File: src/rtl/dma_pp_pkg.sv
package dma_pp_pkg;
   localparam int REG_W       = 32;
   localparam int NSLOT       = 2;
   localparam int OFF_W       = 5;
   localparam int SLOT_BIT    = 4;
   localparam int ARM_BIT     = 0;
   localparam int CTL_ACT     = 0;
   localparam int CTL_DONE_LO = 1;
   localparam int CTL_BUSY    = 3;

   typedef enum logic [1:0] {
      RSEL_ADDR = 2'd0,
      RSEL_LEN  = 2'd1,
      RSEL_CMD  = 2'd2,
      RSEL_NONE = 2'd3
   } rsel_e;
endpackage

File: src/rtl/dma_pp_slot.sv
module dma_pp_slot
   import dma_pp_pkg::*;
#(
   parameter int ADDR_W     = 32,
   parameter int LEN_W      = 16,
   parameter int WORD_BYTES = 4
) (
   input  logic              clk,
   input  logic              rst_n,
   input  logic              wr_en,
   input  rsel_e             wr_sel,
   input  logic [REG_W-1:0]  wdata,
   input  logic              beat,
   input  logic              finish,
   output logic [ADDR_W-1:0] addr,
   output logic [LEN_W-1:0]  len,
   output logic [REG_W-1:0]  cmd,
   output logic              armed
);
   localparam logic [ADDR_W-1:0] ADDR_STEP = ADDR_W'(WORD_BYTES);
   localparam logic [LEN_W-1:0]  LEN_STEP  = LEN_W'(WORD_BYTES);

   logic [REG_W-1:0] cmd_q;

   always_ff @(posedge clk or negedge rst_n) begin
      if (!rst_n) begin
         addr  <= '0;
         len   <= '0;
         cmd_q <= '0;
         armed <= 1'b0;
      end else begin
         if (wr_en && !armed) begin
            case (wr_sel)
               RSEL_ADDR: addr <= wdata[ADDR_W-1:0];
               RSEL_LEN:  len  <= wdata[LEN_W-1:0];
               RSEL_CMD: begin
                  cmd_q <= wdata;
                  armed <= wdata[ARM_BIT];
               end
               default: ;
            endcase
         end
         if (beat) begin
            addr <= addr + ADDR_STEP;
            len  <= len - LEN_STEP;
         end
         if (finish) armed <= 1'b0;
      end
   end

   always_comb begin
      cmd          = cmd_q;
      cmd[ARM_BIT] = armed;
   end

   // an armed slot keeps its address against software writes
   a_r8_locked_addr: assert property (@(posedge clk) disable iff (!rst_n)
      (armed && wr_en && !beat) |=> $stable(addr));
   // every beat takes one word off the length
   a_r4_len_step: assert property (@(posedge clk) disable iff (!rst_n)
      beat |=> (len == $past(len) - LEN_STEP));
   // a finished slot is disarmed
   a_r6_disarm: assert property (@(posedge clk) disable iff (!rst_n)
      finish |=> !armed);
endmodule

File: src/rtl/dma_pp_seq.sv
module dma_pp_seq
   import dma_pp_pkg::*;
#(
   parameter int LEN_W      = 16,
   parameter int WORD_BYTES = 4
) (
   input  logic                        clk,
   input  logic                        rst_n,
   input  logic [NSLOT-1:0]            armed,
   input  logic [NSLOT-1:0][LEN_W-1:0] lens,
   input  logic                        mem_gnt,
   input  logic [NSLOT-1:0]            clr_done,
   output logic                        act,
   output logic                        mem_req,
   output logic [NSLOT-1:0]            beat,
   output logic [NSLOT-1:0]            finish,
   output logic [NSLOT-1:0]            done
);
   localparam logic [LEN_W-1:0] ONE_WORD = LEN_W'(WORD_BYTES);
   localparam logic [LEN_W-1:0] TWO_WORD = LEN_W'(2 * WORD_BYTES);

   logic [LEN_W-1:0] cur_len;
   logic             cur_armed, has_beat, last_beat, accept, fin;

   always_comb begin
      cur_len   = lens[act];
      cur_armed = armed[act];
      has_beat  = (cur_len >= ONE_WORD);
      last_beat = (cur_len <  TWO_WORD);
      mem_req   = cur_armed && has_beat;
      accept    = mem_req && mem_gnt;
      fin       = cur_armed && (!has_beat || (accept && last_beat));
      beat      = '0;
      finish    = '0;
      beat[act]   = accept;
      finish[act] = fin;
   end

   always_ff @(posedge clk or negedge rst_n) begin
      if (!rst_n) begin
         act  <= 1'b0;
         done <= '0;
      end else begin
         if (fin) act <= ~act;
         done <= (done & ~clr_done) | finish;
      end
   end

   // completion hands over to the other slot
   a_r6_flip: assert property (@(posedge clk) disable iff (!rst_n)
      fin |=> (act != $past(act)));
   // completion leaves the finished slot's done flag set
   a_r6_done_set: assert property (@(posedge clk) disable iff (!rst_n)
      fin |=> done[$past(act)]);
   // an ungranted request persists on the same slot
   a_r4_req_hold: assert property (@(posedge clk) disable iff (!rst_n)
      (mem_req && !mem_gnt) |=> (mem_req && $stable(act)));
endmodule

File: src/rtl/dma_pp_regif.sv
module dma_pp_regif
   import dma_pp_pkg::*;
#(
   parameter int ADDR_W = 32,
   parameter int LEN_W  = 16
) (
   input  logic                         reg_we,
   input  logic                         reg_ctl_sel,
   input  logic [OFF_W-1:0]             reg_off,
   input  logic [REG_W-1:0]             reg_wdata,
   input  logic [NSLOT-1:0][ADDR_W-1:0] slot_addr,
   input  logic [NSLOT-1:0][LEN_W-1:0]  slot_len,
   input  logic [NSLOT-1:0][REG_W-1:0]  slot_cmd,
   input  logic                         act,
   input  logic                         busy,
   input  logic [NSLOT-1:0]             done,
   output logic [NSLOT-1:0]             slot_wr,
   output rsel_e                        wr_sel,
   output logic [NSLOT-1:0]             clr_done,
   output logic [REG_W-1:0]             reg_rdata
);
   logic sel_slot;

   always_comb begin
      sel_slot = reg_off[SLOT_BIT];
      wr_sel   = rsel_e'(reg_off[3:2]);
      slot_wr  = '0;
      clr_done = '0;
      if (reg_we && !reg_ctl_sel) slot_wr[sel_slot] = 1'b1;
      if (reg_we &&  reg_ctl_sel) clr_done = reg_wdata[CTL_DONE_LO +: NSLOT];

      reg_rdata = '0;
      if (reg_ctl_sel) begin
         reg_rdata[CTL_ACT]                  = act;
         reg_rdata[CTL_DONE_LO +: NSLOT]     = done;
         reg_rdata[CTL_BUSY]                 = busy;
      end else begin
         case (wr_sel)
            RSEL_ADDR: reg_rdata = REG_W'(slot_addr[sel_slot]);
            RSEL_LEN:  reg_rdata = REG_W'(slot_len[sel_slot]);
            RSEL_CMD:  reg_rdata = slot_cmd[sel_slot];
            default:   reg_rdata = '0;
         endcase
      end
   end
endmodule

File: src/rtl/dma_pp_channel.sv
module dma_pp_channel
   import dma_pp_pkg::*;
#(
   parameter int ADDR_W = 32,
   parameter int LEN_W  = 16,
   parameter int DATA_W = 32
) (
   input  logic              clk,
   input  logic              rst_n,
   input  logic              reg_we,
   input  logic              reg_ctl_sel,
   input  logic [4:0]        reg_off,
   input  logic [31:0]       reg_wdata,
   output logic [31:0]       reg_rdata,
   output logic              mem_req,
   output logic [ADDR_W-1:0] mem_addr,
   input  logic              mem_gnt,
   output logic              done_irq
);
   localparam int WORD_BYTES = DATA_W / 8;
   localparam int WB_LG      = $clog2(WORD_BYTES);

   if (DATA_W < 8 || (DATA_W & (DATA_W - 1)) != 0)
      $error("DATA_W must be a power of two of at least 8");
   if (ADDR_W < 8 || ADDR_W > REG_W)
      $error("ADDR_W must lie between 8 and the register width");
   if (LEN_W < WB_LG + 2 || LEN_W > REG_W)
      $error("LEN_W must hold two words and fit a register");

   logic [NSLOT-1:0][ADDR_W-1:0] slot_addr;
   logic [NSLOT-1:0][LEN_W-1:0]  slot_len;
   logic [NSLOT-1:0][REG_W-1:0]  slot_cmd;
   logic [NSLOT-1:0]             armed, beat, finish, done, slot_wr, clr_done;
   logic                         act;
   rsel_e                        wr_sel;

   for (genvar s = 0; s < NSLOT; s++) begin : g_slot
      dma_pp_slot #(
         .ADDR_W     (ADDR_W),
         .LEN_W      (LEN_W),
         .WORD_BYTES (WORD_BYTES)
      ) u_slot (
         .clk    (clk),
         .rst_n  (rst_n),
         .wr_en  (slot_wr[s]),
         .wr_sel (wr_sel),
         .wdata  (reg_wdata),
         .beat   (beat[s]),
         .finish (finish[s]),
         .addr   (slot_addr[s]),
         .len    (slot_len[s]),
         .cmd    (slot_cmd[s]),
         .armed  (armed[s])
      );
   end

   dma_pp_seq #(
      .LEN_W      (LEN_W),
      .WORD_BYTES (WORD_BYTES)
   ) u_seq (
      .clk      (clk),
      .rst_n    (rst_n),
      .armed    (armed),
      .lens     (slot_len),
      .mem_gnt  (mem_gnt),
      .clr_done (clr_done),
      .act      (act),
      .mem_req  (mem_req),
      .beat     (beat),
      .finish   (finish),
      .done     (done)
   );

   dma_pp_regif #(
      .ADDR_W (ADDR_W),
      .LEN_W  (LEN_W)
   ) u_regif (
      .reg_we      (reg_we),
      .reg_ctl_sel (reg_ctl_sel),
      .reg_off     (reg_off),
      .reg_wdata   (reg_wdata),
      .slot_addr   (slot_addr),
      .slot_len    (slot_len),
      .slot_cmd    (slot_cmd),
      .act         (act),
      .busy        (armed[act]),
      .done        (done),
      .slot_wr     (slot_wr),
      .wr_sel      (wr_sel),
      .clr_done    (clr_done),
      .reg_rdata   (reg_rdata)
   );

   assign mem_addr = slot_addr[act];
   assign done_irq = |done;

   // the beat address holds while the memory stalls
   a_r4_addr_hold: assert property (@(posedge clk) disable iff (!rst_n)
      (mem_req && !mem_gnt) |=> $stable(mem_addr));
   // completion output follows the done flags after a finish
   a_r10_irq_on_finish: assert property (@(posedge clk) disable iff (!rst_n)
      (|finish) |=> done_irq);
endmodule

File: config.mk
export PLATFORM = sky130hd
export DESIGN_NAME = dma_pp_channel
export DESIGN_NICKNAME = d
export VERILOG_FILES = /design/src/rtl/dma_pp_pkg.sv /design/src/rtl/dma_pp_slot.sv /design/src/rtl/dma_pp_seq.sv /design/src/rtl/dma_pp_regif.sv /design/src/rtl/dma_pp_channel.sv
export SDC_FILE = /design/constraint.sdc
export NUM_CORES = 1
export LEC_CHECK = 0
export BUFFER_PORTS_ARGS = -buffer_cell sky130_fd_sc_hd__clkbuf_2
export CORE_MARGIN = 5
export CORE_UTILIZATION = 23
export CTS_CLUSTER_DIAMETER = 80
export CTS_CLUSTER_SIZE = 16
export DETAILED_ROUTE_END_ITERATION = 8
export PLACE_DENSITY = 0.43
export SLEW_MARGIN = 40
export SYNTH_ARGS = -nofsm -noshare
export SYNTH_HDL_FRONTEND = slang
export SYNTH_SLANG_ARGS = --single-unit
File: constraint.sdc
create_clock -name clk -period 2.9 [get_ports clk]
set_clock_uncertainty 0.2 [all_clocks]
set_input_delay 0.145 -clock clk [delete_from_list [all_inputs] [get_ports clk]]
set_output_delay 0.145 -clock clk [all_outputs]
set_load 0.005 [all_outputs]
== After elaboration in Yosys (flattened, before gate mapping) ==
Cells that the tools add are included.
Word-level totals
  bits in registers: 165
  latch bits: 0
  bits in writable memories: 0
  ROM bits: 0
  input bits: 42
  output and inout port bits: 66
  logic and storage cells: 99
  memories: 0
Operators by class
  $add $sub $neg: 4
  multiply operators: 0
  div/mod/pow operators: 0
  order comparisons: 6
  equality and inequality tests: 2
  shift operators: 0
  multiplexer cells: 36
  bitwise gates (word level): 6
  reductions and logical operators: 35
Operators with widths (number)
  32-bit two-way mux: 11
  16-bit two-way mux: 9
  32-bit one-hot mux with 3 select lines: 1
  32-bit by 3-bit adder with 32-bit output, second input constant: 2
  16-bit by 3-bit subtractor with 16-bit output, second input constant: 2
  28-bit two-way mux: 1
  2-bit nonzero test: 10
  16-bit by 3-bit >= comparator with 1-bit output, second input constant: 1
  16-bit by 4-bit less-than comparator with 1-bit output, second input constant: 1
  2-bit AND reduction: 8
  1-bit logical AND: 10
  1-bit two-way mux: 9
  2-bit bitwise AND: 3
  1-bit zero test: 4
  1-bit by 2-bit less-than comparator with 1-bit output, second input constant: 2
  2-bit two-way mux: 2
  4-bit two-way mux: 1
  1-bit demux with 1-bit select: 2
  2-bit by 1-bit equality test with 1-bit output, second input constant: 1
  2-bit equality test, second input constant: 1
  1-bit >= comparator, second input constant: 2
  2-bit zero test: 1
  2-bit inverter: 1
  2-bit bitwise OR: 1
  other kinds (3): 3

== Depth between registers and ports, before layout ==
Gate-level depths: netlist of the first run.
  depth in word-level cells: 11
  mapped depth: 9
  mapped depth without buffers: 7

== By module ==
Synthesis of the first run repeated with hierarchy kept, for this count alone.
Unflattened totals
  cells, all modules: 1042
  area total of the unflattened synthesis: 10466.3 µm²
Modules (own cells, without submodules)
  dma_pp_slot: instances 2, cells an instance 397, area an instance 4053.9 µm², sequential area each 2001.9 µm²
  dma_pp_regif: instances 1, cells an instance 168, area an instance 1490.2 µm², sequential area each 0.0 µm²
  dma_pp_channel: instances 1, cells an instance 38, area an instance 561.8 µm², sequential area each 0.0 µm²
  dma_pp_seq: instances 1, cells an instance 42, area an instance 306.5 µm², sequential area each 75.1 µm²

== Least setup slack after synthesis of the first run ==
Ideal clock, no wire load.
  path kind: reg-to-reg
  start point: reg g_slot[0].u_slot.len[14]
  end point: reg g_slot[0].u_slot.addr[2]
  library setup time: 126 ps
  arrival: 2133 ps
  data required time: 2574 ps
  setup slack: 441 ps
  stages on the path, launching flop included: 8
  path buffers: 2
  period minus slack after synthesis: 2459 ps
  cell sequence: dfrtp_1 or3_4 or4b_4 o2111ai_1 buf_4 buf_12 nor2_1 a221o_1
Between the ends
  word-level cells in the longest chain between the ends: 8
  elaborated cells on any way between the ends: 10
  classes of those cells: order compare (1); mux (3); bitwise (1); reduce/logical (5)
RTL lines
  from (decl): RTL line dma_pp_slot.sv:16  | output logic [LEN_W-1:0] len,
  from (signal assigned): RTL line dma_pp_slot.sv:35  | RSEL_LEN: len <= wdata[LEN_W-1:0];
  from (signal assigned): RTL line dma_pp_slot.sv:45  | len <= len - LEN_STEP;
  16-bit two-way mux (implied by the code) (*) (2 in series): RTL line dma_pp_seq.sv:26  | cur_len = lens[act];
  16-bit by 3-bit >= comparator with 1-bit output (*): RTL line dma_pp_seq.sv:28  | has_beat = (cur_len >= ONE_WORD);
  1-bit logical AND (*): RTL line dma_pp_seq.sv:30  | mem_req = cur_armed && has_beat;
  1-bit logical AND (*): RTL line dma_pp_seq.sv:31  | accept = mem_req && mem_gnt;
  2-bit bitwise AND (no source line) (*)
  2-bit nonzero test (no source line)
  2-bit AND reduction (no source line)
  to (signal assigned): RTL line dma_pp_slot.sv:34  | RSEL_ADDR: addr <= wdata[ADDR_W-1:0];
  to (signal assigned): RTL line dma_pp_slot.sv:44  | addr <= addr + ADDR_STEP;
  to (decl): RTL line dma_pp_slot.sv:15  | output logic [ADDR_W-1:0] addr,
Mark *: on every way between the ends. The rest lies on a longest branch, timed or not. The select of a mux whose other input is x is not followed.
A chain may end at the register's enable or synchronous reset.

== Worst setup path after layout of the first run ==
  start point: reg g_slot[0].u_slot.len[14]
  end point: out mem_req
Between the ends
  word-level cells in the longest chain between the ends: 4
RTL lines
  16-bit two-way mux (implied by the code) (2 in series): RTL line dma_pp_seq.sv:26
  16-bit by 3-bit >= comparator with 1-bit output: RTL line dma_pp_seq.sv:28
  1-bit logical AND: RTL line dma_pp_seq.sv:30
  to (decl): RTL line dma_pp_channel.sv:15  | output logic mem_req,
Every way passes these cells. The select of a mux whose other input is x is not followed.

==> metrics.cfg, run 1 <==
[sta]
post-route-period-util=0.964
hold_violations=0
finalMaxSlewViolations=0
worstMarginPinSlew_ns=0.742
relSlewSlack=0.505
setup_ws_ns=0.106
layout_min_cycle_time_ns=2.79
setup_tns_ns=0
fmax_ghz=0.358
setup_viol=0
rsz0062_at_grt=false
hold_slack_ns=0.128

[synthesis]
async_flop_share=1.00
synth_simple_gate_area_frac=0.195
avgSynthCellArea_um2=9.49
synth_fa_ha_area_frac=0.00501
yosysWarnings=0
syn_nets=1098
synthXorXnorAreaFrac=0.00790
synth.most_common_cell=dfrtp_1
syn_area_um2=9980
netlist_top_cells_area=dfrtp_1, mux2_2, mux2i_1, nand2_1, nand3_1
synthCells=1052
synthMuxAreaShare=0.171
synth_compound_gate_area_share=0.171
synthFlopType=dfrtp_1
ys_seq_area_frac=0.409
synth_top_family_by_area=simple AND/OR/NAND/NOR gates
yosys.area.top_type=dfrtp_1
synth_edf_count=0
yosys_register_bits=163
yosysTopAreaCellShare=0.409
synth_cell_types=81
netlist_top_cells_count=dfrtp_1, nand2_1, mux2_2, nor2_1, nand3_1

[placed_design]
placed_cells=1758
hpwl_mm=28.5
place.gp.congestion=0.806
port_buffers=105
pre_cts_ws_ns=0.142

[power_and_ir_drop]
seq_power_share=0.382
power.share.combinational=0.384
p_sw_frac=0.385
peakVddDrop_mv=0.369
leakagePower_nw=5.31
power.share.clock=0.233
p_per_area_nw_per_um2=769
p_switching_mw=3.73
p_int_mw=5.95

[min_path]
min_path_type=in -> async

[critical_path]
path_max_fanout=4
cp_data_required_time_ns=2.56
crit_arrival_ns=2.45
path_class=reg -> out
cp-start-kind=flip-flop
end_kind=output port

[drt]
viasPerCell=5.06
drt_iter0_markers=656
drt_pass1_iterations=6
wl_mm=38.5
postRouteAntennaNets=0
vias=9243
remaining_drc_errors=0
wl_per_cell_um=21.0

[die]
boundaryPins=108
coreArea_um2=43000
fp.dieW_um=218
start_util=0.232
die_h_um=218
row_count=76
die_area_um2=47700

[cts]
cts_buffer_depth=2
htree_levels=4
cts_tree=built
cts.root.buffer_cell=clkbuf_16
cts_sinks=163
clock_latency_ns=0.44
numCtsBuffers=17
clkTransAtPathRegs_ns=0.07

[layout]
multi_input_area_um2=5540
layout.nets=1276
nFillCells=4641
drive_gt1_frac=0.295
diodes=0
final-seq-area_um2=4080
areaGrowthSynthToFinish_pct=26.1
fin_util=0.293
fin_cells=1828

[outcome]
status=completed

[grt]
grt_pass1_vias=9311
grt_pass1_wl_mm=59.5
antenna_found_initial=0
grt_max_degree=71
grt_usage=0.162
grt_overflow=0

[run]
maxCapViolations=0

per-layer routing:
metal  vias up  global-route usage  share of wire
met4         0              0.0272         0.0080
met2       273               0.262           0.47
met5         -                   0              0
met3        22              0.0267          0.051
li1       4321                   -              -
met1      4627               0.233           0.48
registers in the layout, indices dropped and copies added, names as in the netlist:
signal and flops:
g_slot.u_slot.addr 64, g_slot.u_slot.armed 2, g_slot.u_slot.cmd_q 62, g_slot.u_slot.len 32, u_seq.done 2, u_seq.act 1
through the flow:
step | instance area [um2] | power [mW]
after floorplan | 9980 | 5.73
after global placement | 11600 | 7.37
after detailed placement | 11600 | 7.43
after CTS | 12500 | 9.76
after global routing | 12600 | 10.3
final | 12600 | 9.68
area by class of cell:
cell class                      instances  area share
Multi-Input combinational cell        803       0.440
Sequential cell                       163       0.324
Timing Repair Buffer                  231       0.129
Tap cell                              585      0.0582
Clock buffer                           24      0.0383
Clock inverter                          8     0.00607
Inverter                               14     0.00418
placed cells by master (no fill, tap or decap), drive strengths merged, types with 3 or more instances in the layout:
cell	instances
or4	7
a21oi	49
or2	5
and3	12
o211ai	34
or3	9
o311ai	10
o21ai	38
a22o	4
a31oi	3
a21o	6
o22a	15
nor4	14
a221o	11
nor3	19
nand4	22
dfrtp	163
dlygate4sd3	35
nand3	71
clkinvlp	3
inv	14
and2	7
mux2i	47
o22ai	5
xor2	4
a211oi	22
mux2	106
clkbuf	127
nand2	123
o31a	3
a32oi	4
ha	4
a221oi	15
nor2	93
xnor2	5
clkinv	4
buf	93
nor3b	4
worst max-delay path, cell delays in order, from the launching register on:
cell and delay (ns):
dfrtp_1 0.38, or3_4 0.40, or4b_4 0.53, a21o_4 0.22
buf_4 0.17, and2_1 0.19, clkbuf_2 0.12
repair_timing:
item,CTS,global route
endpoints found under the hold margin,227,0
resized for setup,2,5
pin swaps,1,1
setup endpoints to repair,1,24
buffers inserted,2,1
hold buffers,35,0
power by group through the flow:
stage / clock, mW / combinational, mW / sequential [mW]
finish: 2.26 / 3.72 / 3.70
global route: 2.41 / 4.11 / 3.82
CTS: 2.31 / 3.76 / 3.68
detailed placement: 0 / 3.71 / 3.72
global placement: 0 / 3.66 / 3.71
floorplan: 0 / 2.22 / 3.51
path summary, 6_finish.rpt:
kind,endpoint,from,slack [ns],depth (start not counted)
max reg2reg,g_slot[0].u_slot.addr[19],g_slot[0].u_slot.len[14],0.12,8
min,u_seq.done[0],rst_n,0.13,2
min in group clk,g_slot[0].u_slot.addr[31],mem_gnt,0.15,4
min reg2reg,g_slot[0].u_slot.len[0],g_slot[0].u_slot.len[0],0.28,2
max,mem_req,g_slot[0].u_slot.len[14],0.11,6
max in group asynchronous,g_slot[1].u_slot.cmd_q[24],rst_n,1.61,3
cell families (layout without fill, tap and decap cells):
family | Yosys count | in the layout
simple gates | 399 | 399
xor+xnor | 9 | 9
flops | 163 | 163
fa+ha+maj | 4 | 4
compound gates | 236 | 236
buf+inv | 86 | 277
mux | 155 | 155
No activity file was read; power rests on OpenSTA's default activity.
==> run 2: changes to the inputs <==
--- a/config.mk
+++ b/config.mk
@@ -5,6 +5,7 @@
 export SDC_FILE = /design/constraint.sdc
 export NUM_CORES = 1
 export LEC_CHECK = 0
+export ABC_AREA = 1
 export BUFFER_PORTS_ARGS = -buffer_cell sky130_fd_sc_hd__clkbuf_2
 export CORE_MARGIN = 5
 export CORE_UTILIZATION = 23
==> run 2 against run 1 <==
Compared with the run above: the flow now finishes with violations (negative hold slack); cell count rose by 27%; synthesized cell count rose by 52%; clock power rose by 7%; die area rose by 7.5%; critical endpoint is now mem_addr[13]; global-route usage rose by 1.6 points; sequential share of layout area fell by 0.81 points; sequential cell count did not move; via count rose by 21%; critical path type unchanged; hold slack got worse by 0.13 ns; total power rose by 9.0%.
==> metrics.cfg, run 2 <==
[outcome]
status=finished with violations
violations=negative hold slack

[die]
die_h_um=226  ; +3.7%
coreArea_um2=46500  ; +8.1%
start_util=0.232  ; -0.000460
boundaryPins=108  ; unchanged
fp.dieW_um=226  ; +3.7%
die_area_um2=51200  ; +7.5%
row_count=79  ; +3.9%

[drt]
vias=11200  ; +21%
wl_per_cell_um=19.7  ; -6.4%
drt_iter0_markers=1005  ; +53%
viasPerCell=4.82  ; -4.8%
wl_mm=45.8  ; +19%
drt_pass1_iterations=6  ; unchanged
remaining_drc_errors=0  ; unchanged
postRouteAntennaNets=0  ; unchanged

[cts]
cts.root.buffer_cell=clkbuf_16
clock_latency_ns=0.46  ; +0.02 ns
cts_tree=built
cts_sinks=163  ; unchanged
cts_buffer_depth=2  ; unchanged
htree_levels=4  ; unchanged
numCtsBuffers=17  ; unchanged
clkTransAtPathRegs_ns=0.07  ; about the same
ctsResizeCount=0  ; -2

[power_and_ir_drop]
leakagePower_nw=6.02  ; +13%
p_per_area_nw_per_um2=818  ; +6.3%
peakVddDrop_mv=0.454  ; +23%

[sta]
finalMaxSlewViolations=0  ; unchanged
relSlewSlack=0.461  ; -0.0437
setup_ws_ns=0.406  ; +0.301 ns
worstMarginPinSlew_ns=0.808  ; +0.0655 ns
hold_violations=1  ; +1
fmax_ghz=0.401  ; +12%
layout_min_cycle_time_ns=2.49  ; -0.301 ns
rsz0062_at_grt=false
hold_slack_ns=-0.000956  ; -0.129 ns
setup_tns_ns=0  ; unchanged
post-route-period-util=0.860  ; -0.104
setup_viol=0  ; unchanged

[layout]
drive_gt1_frac=0.117  ; -0.178
layout_commonest_cell=nand2_1
diodes=0  ; unchanged
areaGrowthSynthToFinish_pct=19.8
regMostFlops=g_slot.u_slot.addr
final-seq-area_um2=4080  ; about the same
mostFrequentLayoutCells=nand2_1, o21ai_0, nor2_1
fin_cells=2324  ; +27%
layout.nets=1750  ; +37%
nFillCells=5204  ; +12%
multi_input_area_um2=5660  ; +2.2%
largest_reg_flops=64  ; unchanged
fin_util=0.278  ; -0.0150
reg_top3=g_slot.u_slot.addr: 64 flops, g_slot.u_slot.cmd_q: 62 flops, g_slot.u_slot.len: 32 flops

[synthesis]
yosys.area.top_type=dfrtp_1
yosys_register_bits=163  ; unchanged
avgSynthCellArea_um2=6.74  ; -29%
netlist_top_cells_count=nand2_1, o21ai_0, nor2_1, dfrtp_1, inv_1
syn_nets=1644  ; +50%
yosysTopAreaCellShare=0.379  ; -0.0298
yosysWarnings=0  ; unchanged
synth_edf_count=0  ; unchanged
netlist_top_cells_area=dfrtp_1, nand2_1, o21ai_0, nor2_1, inv_1
synthCells=1598  ; +52%
ys_seq_area_frac=0.379  ; -0.0298
synth_cell_types=38  ; -53%
synthFlopType=dfrtp_1
synth.most_common_cell=nand2_1
syn_area_um2=10800  ; +7.9%
async_flop_share=1.00  ; unchanged

[critical_path]
cp_data_required_time_ns=2.56  ; about the same
worst-r2r-cell-count=13  ; +5
path_class=reg -> out
crit_arrival_ns=2.15  ; -0.30 ns
r2r_setup_slack_ns=0.41  ; +0.29 ns
end_kind=output port
cp-startpoint=u_seq.act
cp-start-kind=flip-flop
worstReg2RegStart=u_seq.act
reg2reg_to=g_slot[0].u_slot.len[8]
path_max_fanout=54  ; +50

[grt]
grt_usage=0.178  ; +0.0159
grt_pass1_wl_mm=69.4  ; +17%
grt_overflow=0  ; unchanged
antenna_found_initial=0  ; unchanged
grt_max_degree=84  ; +18%
grt_pass1_vias=10900  ; +17%

[min_path]
min_path_type=in -> reg
hold_depth=4
worstHoldEndpoint=u_seq.done[1]
hp-start=reg_ctl_sel

[placed_design]
pre_cts_ws_ns=0.441  ; +0.299 ns
port_buffers=105  ; unchanged
placed_cells=2258  ; +28%
hpwl_mm=33.8  ; +19%
place.gp.congestion=0.905  ; +12%

[run]
maxCapViolations=0  ; unchanged

## run 2: cell count changes after synthesis, moves of 19 or more
cell      delta
a211oi_1    -20
inv_1      +140
mux2_2     -106
mux2i_1     -47
nand2_1    +326
nand3_1     +43
nor2_1      +81
o21ai_0    +155
o21ai_1     +19
xor2_1      +51
## run 2: worst max-delay path, cell delays in order, from the launching register on
cell and delay (ns):
dfrtp_2 0.59, buf_4 0.51, o21ai_0 0.36, clkbuf_2 0.20
## run 2: logic make-up (layout without fill, tap and decap cells)
family                     Yosys count  in the layout  synth area share
adders and majority gates            4              4           0.00465
DFF                                163            163             0.379
AOI/OAI and AO/OA                  308            308             0.154
xor gates and xnor gates            68             68            0.0553
and+or+nand+nor                    803            803             0.311
buffers and inverters              252            371            0.0956
## run 2: worst max path at each step
| stage | endpoint | slack [ns] | cells past startpoint |
|---|---|---|---|
| after global placement | g_slot[0].u_slot.len[8] | 0.43 | 13 |
| final | mem_addr[13] | 0.41 | 3 |
| after global routing | g_slot[0].u_slot.len[8] | 0.13 | 13 |
| after floorplan | g_slot[1].u_slot.addr[24] | 1.04 | 10 |
| after CTS | mem_addr[13] | 0.40 | 3 |
| after detailed placement | g_slot[0].u_slot.len[8] | 0.44 | 13 |
## run 2: area by class of cell
cell class | instances | area share
Timing Repair Buffer | 173 | 0.0913
Clock inverter | 13 | 0.0113
Clock buffer | 19 | 0.0351
Sequential cell | 163 | 0.316
Inverter | 166 | 0.0485
Multi-Input combinational cell | 1183 | 0.439
Tap cell | 607 | 0.0589
## run 2: report_power, final
| part | internal, mW | switching [mW] |
|---|---|---|
| Clock | 1.32 | 1.08 |
| Combinational | 1.47 | 2.55 |
| Sequential | 3.05 | 1.08 |
## run 2: metal layers
layer,track usage,share of wire,vias up
met1,0.260,0.48,5437
met5,0,0,-
met2,0.275,0.45,340
li1,-,-,5362
met4,0.0530,0.024,0
met3,0.0230,0.049,53
## run 2: repair_timing
item | 4_1_cts | 5_1_grt
endpoints found under the hold margin | 241 | 0
hold buffers | 34 | 0
setup buffers | 0 | 0
## run 2: metrics by stage
stage / cell area, um2 / power (mW)
6_report: 12900 / 10.5
5_1_grt: 12900 / 11.3
4_1_cts: 12900 / 10.6
3_5_place_dp: 12000 / 8.10
3_3_place_gp: 12000 / 8.06
2_1_floorplan: 10800 / 6.42
